[config.mk]
export PLATFORM = sky130hd
export DESIGN_NAME = gpe_event_block
export DESIGN_NICKNAME = d
export VERILOG_FILES = /design/src/rtl/gpe_pkg.sv /design/src/rtl/gpe_addr_dec.sv /design/src/rtl/gpe_sts_byte.sv /design/src/rtl/gpe_sci_ctrl.sv /design/src/rtl/gpe_event_block.sv
export SDC_FILE = /design/constraint.sdc
export NUM_CORES = 1
export LEC_CHECK = 0
export ABC_AREA = 1
export BUFFER_PORTS_ARGS = -buffer_cell sky130_fd_sc_hd__buf_2
export CORE_MARGIN = 3
export CORE_UTILIZATION = 45
export CTS_CLUSTER_SIZE = 25
export DETAILED_ROUTE_END_ITERATION = 10
export PLACE_DENSITY = 0.7
export SYNTH_ARGS = -nofsm -noshare
export SYNTH_HDL_FRONTEND = slang
export SYNTH_SLANG_ARGS = --single-unit
[constraint.sdc]
create_clock -name clk -period 1.55 [get_ports clk]
set_clock_uncertainty 0.1 [all_clocks]
set_input_delay 0.155 -clock clk [delete_from_list [all_inputs] [get_ports clk]]
set_output_delay 0.155 -clock clk [all_outputs]
set_load 0.005 [all_outputs]
[src/rtl/gpe_pkg.sv]
package gpe_pkg;
   localparam int unsigned BYTE_W = 8;
   typedef logic [BYTE_W-1:0] gbyte_t;
   typedef enum logic [1:0] {
      SCI_HOLD      = 2'd0,
      SCI_RAISE     = 2'd1,
      SCI_DROP_LINE = 2'd2,
      SCI_DROP_ALL  = 2'd3
   } sci_act_e;
endpackage

[src/rtl/gpe_addr_dec.sv]
module gpe_addr_dec #(
   parameter int NUM_STS_BYTES = 2,
   parameter int AW = 2
) (
   input  logic                     io_sel,
   input  logic                     io_wr,
   input  logic [AW-1:0]            io_addr,
   output logic [NUM_STS_BYTES-1:0] sts_we,
   output logic [NUM_STS_BYTES-1:0] en_we
);
   logic wr_cyc;
   assign wr_cyc = io_sel & io_wr;

   for (genvar i = 0; i < NUM_STS_BYTES; i++) begin : g_dec
      assign sts_we[i] = wr_cyc & (io_addr == AW'(i));
      assign en_we[i]  = wr_cyc & (io_addr == AW'(NUM_STS_BYTES + i));
   end
endmodule

[src/rtl/gpe_sts_byte.sv]
module gpe_sts_byte
   import gpe_pkg::*;
(
   input  logic   clk,
   input  logic   rst_n,
   input  logic   clr_we,
   input  gbyte_t clr_mask,
   input  gbyte_t set_mask,
   output gbyte_t q
);
   gbyte_t clr_eff;
   assign clr_eff = clr_we ? clr_mask : '0;

   always_ff @(posedge clk) begin
      if (!rst_n) q <= '0;
      else        q <= (q & ~clr_eff) | set_mask;
   end
endmodule

[src/rtl/gpe_sci_ctrl.sv]
module gpe_sci_ctrl
   import gpe_pkg::*;
(
   input  logic clk,
   input  logic rst_n,
   input  logic hp_evt,
   input  logic hp_en,
   input  logic sts_drop,
   input  logic en_drop,
   output logic line,
   output logic mark
);
   sci_act_e act;

   always_comb begin
      if (hp_evt && hp_en)       act = SCI_RAISE;
      else if (mark && en_drop)  act = SCI_DROP_ALL;
      else if (mark && sts_drop) act = SCI_DROP_LINE;
      else                       act = SCI_HOLD;
   end

   always_ff @(posedge clk) begin
      if (!rst_n) begin
         line <= 1'b0;
         mark <= 1'b0;
      end else begin
         case (act)
            SCI_RAISE:     begin line <= 1'b1; mark <= 1'b1; end
            SCI_DROP_ALL:  begin line <= 1'b0; mark <= 1'b0; end
            SCI_DROP_LINE: line <= 1'b0;
            default:       ;
         endcase
      end
   end
endmodule

[src/rtl/gpe_event_block.sv]
module gpe_event_block
   import gpe_pkg::*;
#(
   parameter int NUM_STS_BYTES = 2,
   parameter int HP_BYTE = 0,
   parameter int HP_BIT = 3
) (
   input  logic                                 clk,
   input  logic                                 rst_n,
   input  logic                                 io_sel,
   input  logic                                 io_wr,
   input  logic [$clog2(2*NUM_STS_BYTES)-1:0]   io_addr,
   input  logic [7:0]                           io_wdata,
   output logic [7:0]                           io_rdata,
   input  logic [8*NUM_STS_BYTES-1:0]           evt_set,
   output logic                                 sci_line,
   output logic                                 sci_mark
);
   localparam int AW = $clog2(2*NUM_STS_BYTES);
   localparam int HP_FLAT = HP_BYTE * BYTE_W + HP_BIT;

   if (NUM_STS_BYTES < 1) begin : g_bad_n
      $error("NUM_STS_BYTES must be at least 1");
   end
   if (HP_BYTE >= NUM_STS_BYTES) begin : g_bad_byte
      $error("HP_BYTE outside the status bytes");
   end
   if (HP_BIT >= BYTE_W) begin : g_bad_bit
      $error("HP_BIT outside a byte");
   end

   logic [NUM_STS_BYTES-1:0] sts_we;
   logic [NUM_STS_BYTES-1:0] en_we;
   gbyte_t sts_q [NUM_STS_BYTES];
   gbyte_t en_q  [NUM_STS_BYTES];

   gpe_addr_dec #(.NUM_STS_BYTES(NUM_STS_BYTES), .AW(AW)) u_dec (
      .io_sel (io_sel),
      .io_wr  (io_wr),
      .io_addr(io_addr),
      .sts_we (sts_we),
      .en_we  (en_we)
   );

   for (genvar i = 0; i < NUM_STS_BYTES; i++) begin : g_byte
      gpe_sts_byte u_sts (
         .clk     (clk),
         .rst_n   (rst_n),
         .clr_we  (sts_we[i]),
         .clr_mask(io_wdata),
         .set_mask(evt_set[i*BYTE_W +: BYTE_W]),
         .q       (sts_q[i])
      );

      always_ff @(posedge clk) begin
         if (!rst_n)       en_q[i] <= '0;
         else if (en_we[i]) en_q[i] <= io_wdata;
      end
   end

   always_comb begin
      io_rdata = '0;
      for (int i = 0; i < NUM_STS_BYTES; i++) begin
         if (io_addr == AW'(i))                 io_rdata = sts_q[i];
         if (io_addr == AW'(NUM_STS_BYTES + i)) io_rdata = en_q[i];
      end
   end

   logic sts_drop;
   logic en_drop;
   assign sts_drop = sts_we[HP_BYTE] & io_wdata[HP_BIT]
                   & sts_q[HP_BYTE][HP_BIT] & ~evt_set[HP_FLAT];
   assign en_drop  = en_we[HP_BYTE] & ~io_wdata[HP_BIT];

   gpe_sci_ctrl u_sci (
      .clk     (clk),
      .rst_n   (rst_n),
      .hp_evt  (evt_set[HP_FLAT]),
      .hp_en   (en_q[HP_BYTE][HP_BIT]),
      .sts_drop(sts_drop),
      .en_drop (en_drop),
      .line    (sci_line),
      .mark    (sci_mark)
   );
endmodule

==> flow_metrics.env <==
export IMPL_grt_pass1_wl_um=5790
export IMPL_wire_per_inst_um=11.7
export IMPL_place_gp_congestion=0.759
export IMPL_p_leak_nw=0.952
export IMPL_rr_worst_depth=7
export IMPL_synth_top_family_by_area="simple AND/OR/NAND/NOR gates"
export IMPL_yosys_register_bits=34
export IMPL_layout_nets=276
export IMPL_worstHoldEndpoint="en_q[1][1]$_SDFFCE_PN0P_"
export IMPL_vias_per_cell=4.68
export IMPL_drt_iter0_drc=64
export IMPL_worstPathArrival_ns=1.02
export IMPL_synth_seq_area_share_pct=56.9
export IMPL_worst_path_buf_inv=1
export IMPL_slew_headroom_pct=78.3
export IMPL_drc=0
export IMPL_cts_tree="built"
export IMPL_hp_class="input port to flop"
export IMPL_drt_pass1_iter_count=4
export IMPL_syn_cell_area_um2=1480
export IMPL_worstHoldStart="io_wdata[1]"
export IMPL_synth_warnings=0
export IMPL_wl_um=3410
export IMPL_whs_path_depth=3
export IMPL_cts_resized=0
export IMPL_fin_crit_sh_pct=82.4
export IMPL_worst_slack_ns=0.273
export IMPL_drive_above_1_share_pct=24.3
export IMPL_postCtsSetupRepairBufs=0
export IMPL_timing_rr_end="u_sci.line$_SDFFE_PN0P_"
export IMPL_hold_violations=0
export IMPL_clk_pin_slew_ns=0.10
export IMPL_slowest_stage="edfxtp_1"
export IMPL_drtAntennaViolNets=0
export IMPL_placed_cell_area_um2=1790
export IMPL_vdd_drop_max_uv=525
export IMPL_cts_hold_buf=16
export IMPL_startpoint_type="flop"
export IMPL_cpPeakStageDelay_ns=0.40
export IMPL_port_buffers=39
export IMPL_finalInstanceArea_um2=2010
export IMPL_synth_simple_gate_area_share_pct=23.4
export IMPL_die_area_um2=4010
export IMPL_crit_path_cell_trace="nand2_1 -> nand4_1 -> buf_2"
export IMPL_clk_latency_ns=0.33
export IMPL_crit_start="en_q[0][3]$_SDFFCE_PN0P_"
export IMPL_r2r_setup_slack_ns=0.48
export IMPL_synth_adder_area_share_pct=0
export IMPL_grt_total_usage_pct=18.9
export IMPL_hpwl_um=2380
export IMPL_timing_fmax_mhz=783
export IMPL_area_delta_synth_final_pct=35.6
export IMPL_hold_ws_ns=0.0577
export IMPL_fill_cells=284
export IMPL_worst_path_dominant_cell_family="flip-flops"
export IMPL_dp_slack_ns=0.198
export IMPL_initial_core_util_pct=47.7
export IMPL_die_w_um=63.3
export IMPL_std_cell_rows=20
export IMPL_pwr_density_cell_nw_per_um2=890
export IMPL_mostFrequentLayoutCells="39 x nand2_1, 39 x buf_2, 28 x inv_1, 21 x nor2_1, 18 x dfxtp_1"
export IMPL_cts_htree_levels=2
export IMPL_period_needed_ns=1.28
export IMPL_cts_buffers=5
export IMPL_cp_required_ns=1.29
export IMPL_cts_sinks=34
export IMPL_grt_max_degree=11
export IMPL_antenna_cells=0
export IMPL_antenna_found_initial=0
export IMPL_clk_path_buf_depth=2
export IMPL_slew_viol_final=0
export IMPL_synth_xor_area_share_pct=0
export IMPL_muxShareOfSynthArea_pct=0
export IMPL_r2r_start="u_sci.mark$_SDFFE_PN0P_"
export IMPL_status="finished clean"
export IMPL_finalSetupTns_ns=0
export IMPL_grt_pass1_vias=1240
export IMPL_fp_dieH_um=63.3
export IMPL_max_cap_violations=0
export IMPL_syn_inst=177
export IMPL_cp_max_fo=2
export IMPL_critical_path_class="flop to primary output"
export IMPL_synth_cell_type_count=17
export IMPL_setup_viol=0
export IMPL_syn_avg_cell_area_um2=8.36
export IMPL_overflow=0
export IMPL_synth_nets=207
export IMPL_core_um2=3100
export IMPL_end_kind="primary output"
export IMPL_cts_root_buf="clkbuf_4"
export IMPL_tightest_slew_ns=0.325
export IMPL_io_pin_count=40
export IMPL_synth_compound_area_share_pct=11.7
export IMPL_rsz0062_at_grt="false"
export IMPL_num_vias=1361
how the worst max path moves through the flow:
stage | to | slack, ns | cells past startpoint
after floorplan | en_q[0][0]$_SDFFCE_PN0P_ | 0.14 | 2
after global placement | en_q[1][5]$_SDFFCE_PN0P_ | 0.24 | 5
after detailed placement | en_q[1][2]$_SDFFCE_PN0P_ | 0.20 | 5
after CTS | io_rdata[0] | 0.25 | 3
after global routing | io_rdata[0] | 0.20 | 6
final | io_rdata[3] | 0.27 | 3
power breakdown:
part           switching (W)  internal [W]  leakage (nW)
logic               0.000133      0.000124         0.611
registers          0.0000239       0.00100         0.305
clock network       0.000284      0.000220        0.0353
total               0.000441       0.00134         0.952
metrics by stage:
| step | instances | util, % | power (W) |
|---|---|---|---|
| 6_report | 291 | 64.6 | 0.00178 |
| 4_1_cts | 291 | 64.6 | 0.00180 |
| 2_1_floorplan | 177 | - | 0.00116 |
| 3_5_place_dp | 267 | 57.5 | 0.00127 |
| 3_3_place_gp | 267 | 57.5 | 0.00127 |
| 5_1_grt | 291 | 64.6 | 0.00188 |
cell usage after synthesis:
| master | n | share of area [%] |
|---|---|---|
| dfxtp_1 | 18 | 24 |
| nor2_1 | 21 | 5.3 |
| nand3_2 | 1 | 0.68 |
| clkinv_1 | 2 | 0.51 |
| clkbuf_1 | 1 | 0.25 |
| nand3_1 | 4 | 1.4 |
| nor2_4 | 2 | 1.5 |
| inv_1 | 28 | 7.1 |
| o21ai_0 | 16 | 5.4 |
| nor2_2 | 1 | 0.42 |
| inv_2 | 1 | 0.25 |
| nand4_1 | 8 | 3.4 |
| o31ai_1 | 1 | 0.51 |
| nand2_4 | 1 | 0.76 |
| edfxtp_1 | 16 | 32 |
| nand2_1 | 39 | 9.9 |
| a21oi_1 | 17 | 5.8 |
state kept, by name, summed over array words and instances (netlist names):
| signal | count |
|---|---|
| g_byte.u_sts.q | 16 |
| u_sci.line | 1 |
| en_q | 16 |
| u_sci.mark | 1 |
area by class of cell:
class | instances | area, µm² | area share [%]
inverter | 31 | 116 | 5.80
sequential | 34 | 841 | 41.9
tap | 44 | 55.1 | 2.74
timing repair buffer | 63 | 415 | 20.7
clock buffer | 7 | 55.1 | 2.74
clock inverter | 1 | 5.00 | 0.250
multi-input combinational | 111 | 518 | 25.8
cells by family (layout without fill, tap and decap cells):
kind of cell | count (synthesis) | count (layout)
AND/OR/NAND/NOR | 77 | 77
buffers and inverters | 32 | 102
AO/OA/AOI/OAI | 34 | 34
flip-flops | 34 | 34
metal layers:
layer  vias to the layer above  GRT usage (%)  part of all wire (%)
li1                        715              -                     -
met1                       592           25.4                    45
met2                        49           28.9                    47
met3                         5           5.35                   6.9
met4                         0           7.28                   1.1
met5                         -              0                     0
worst register-to-register path: cells and delay by family, from the launching register on:
kind,cells,cell delay (ns)
simple gates,6,0.42
buf+inv,1,0.06
flops,1,0.39
Power figures use the tool's default switching activity.
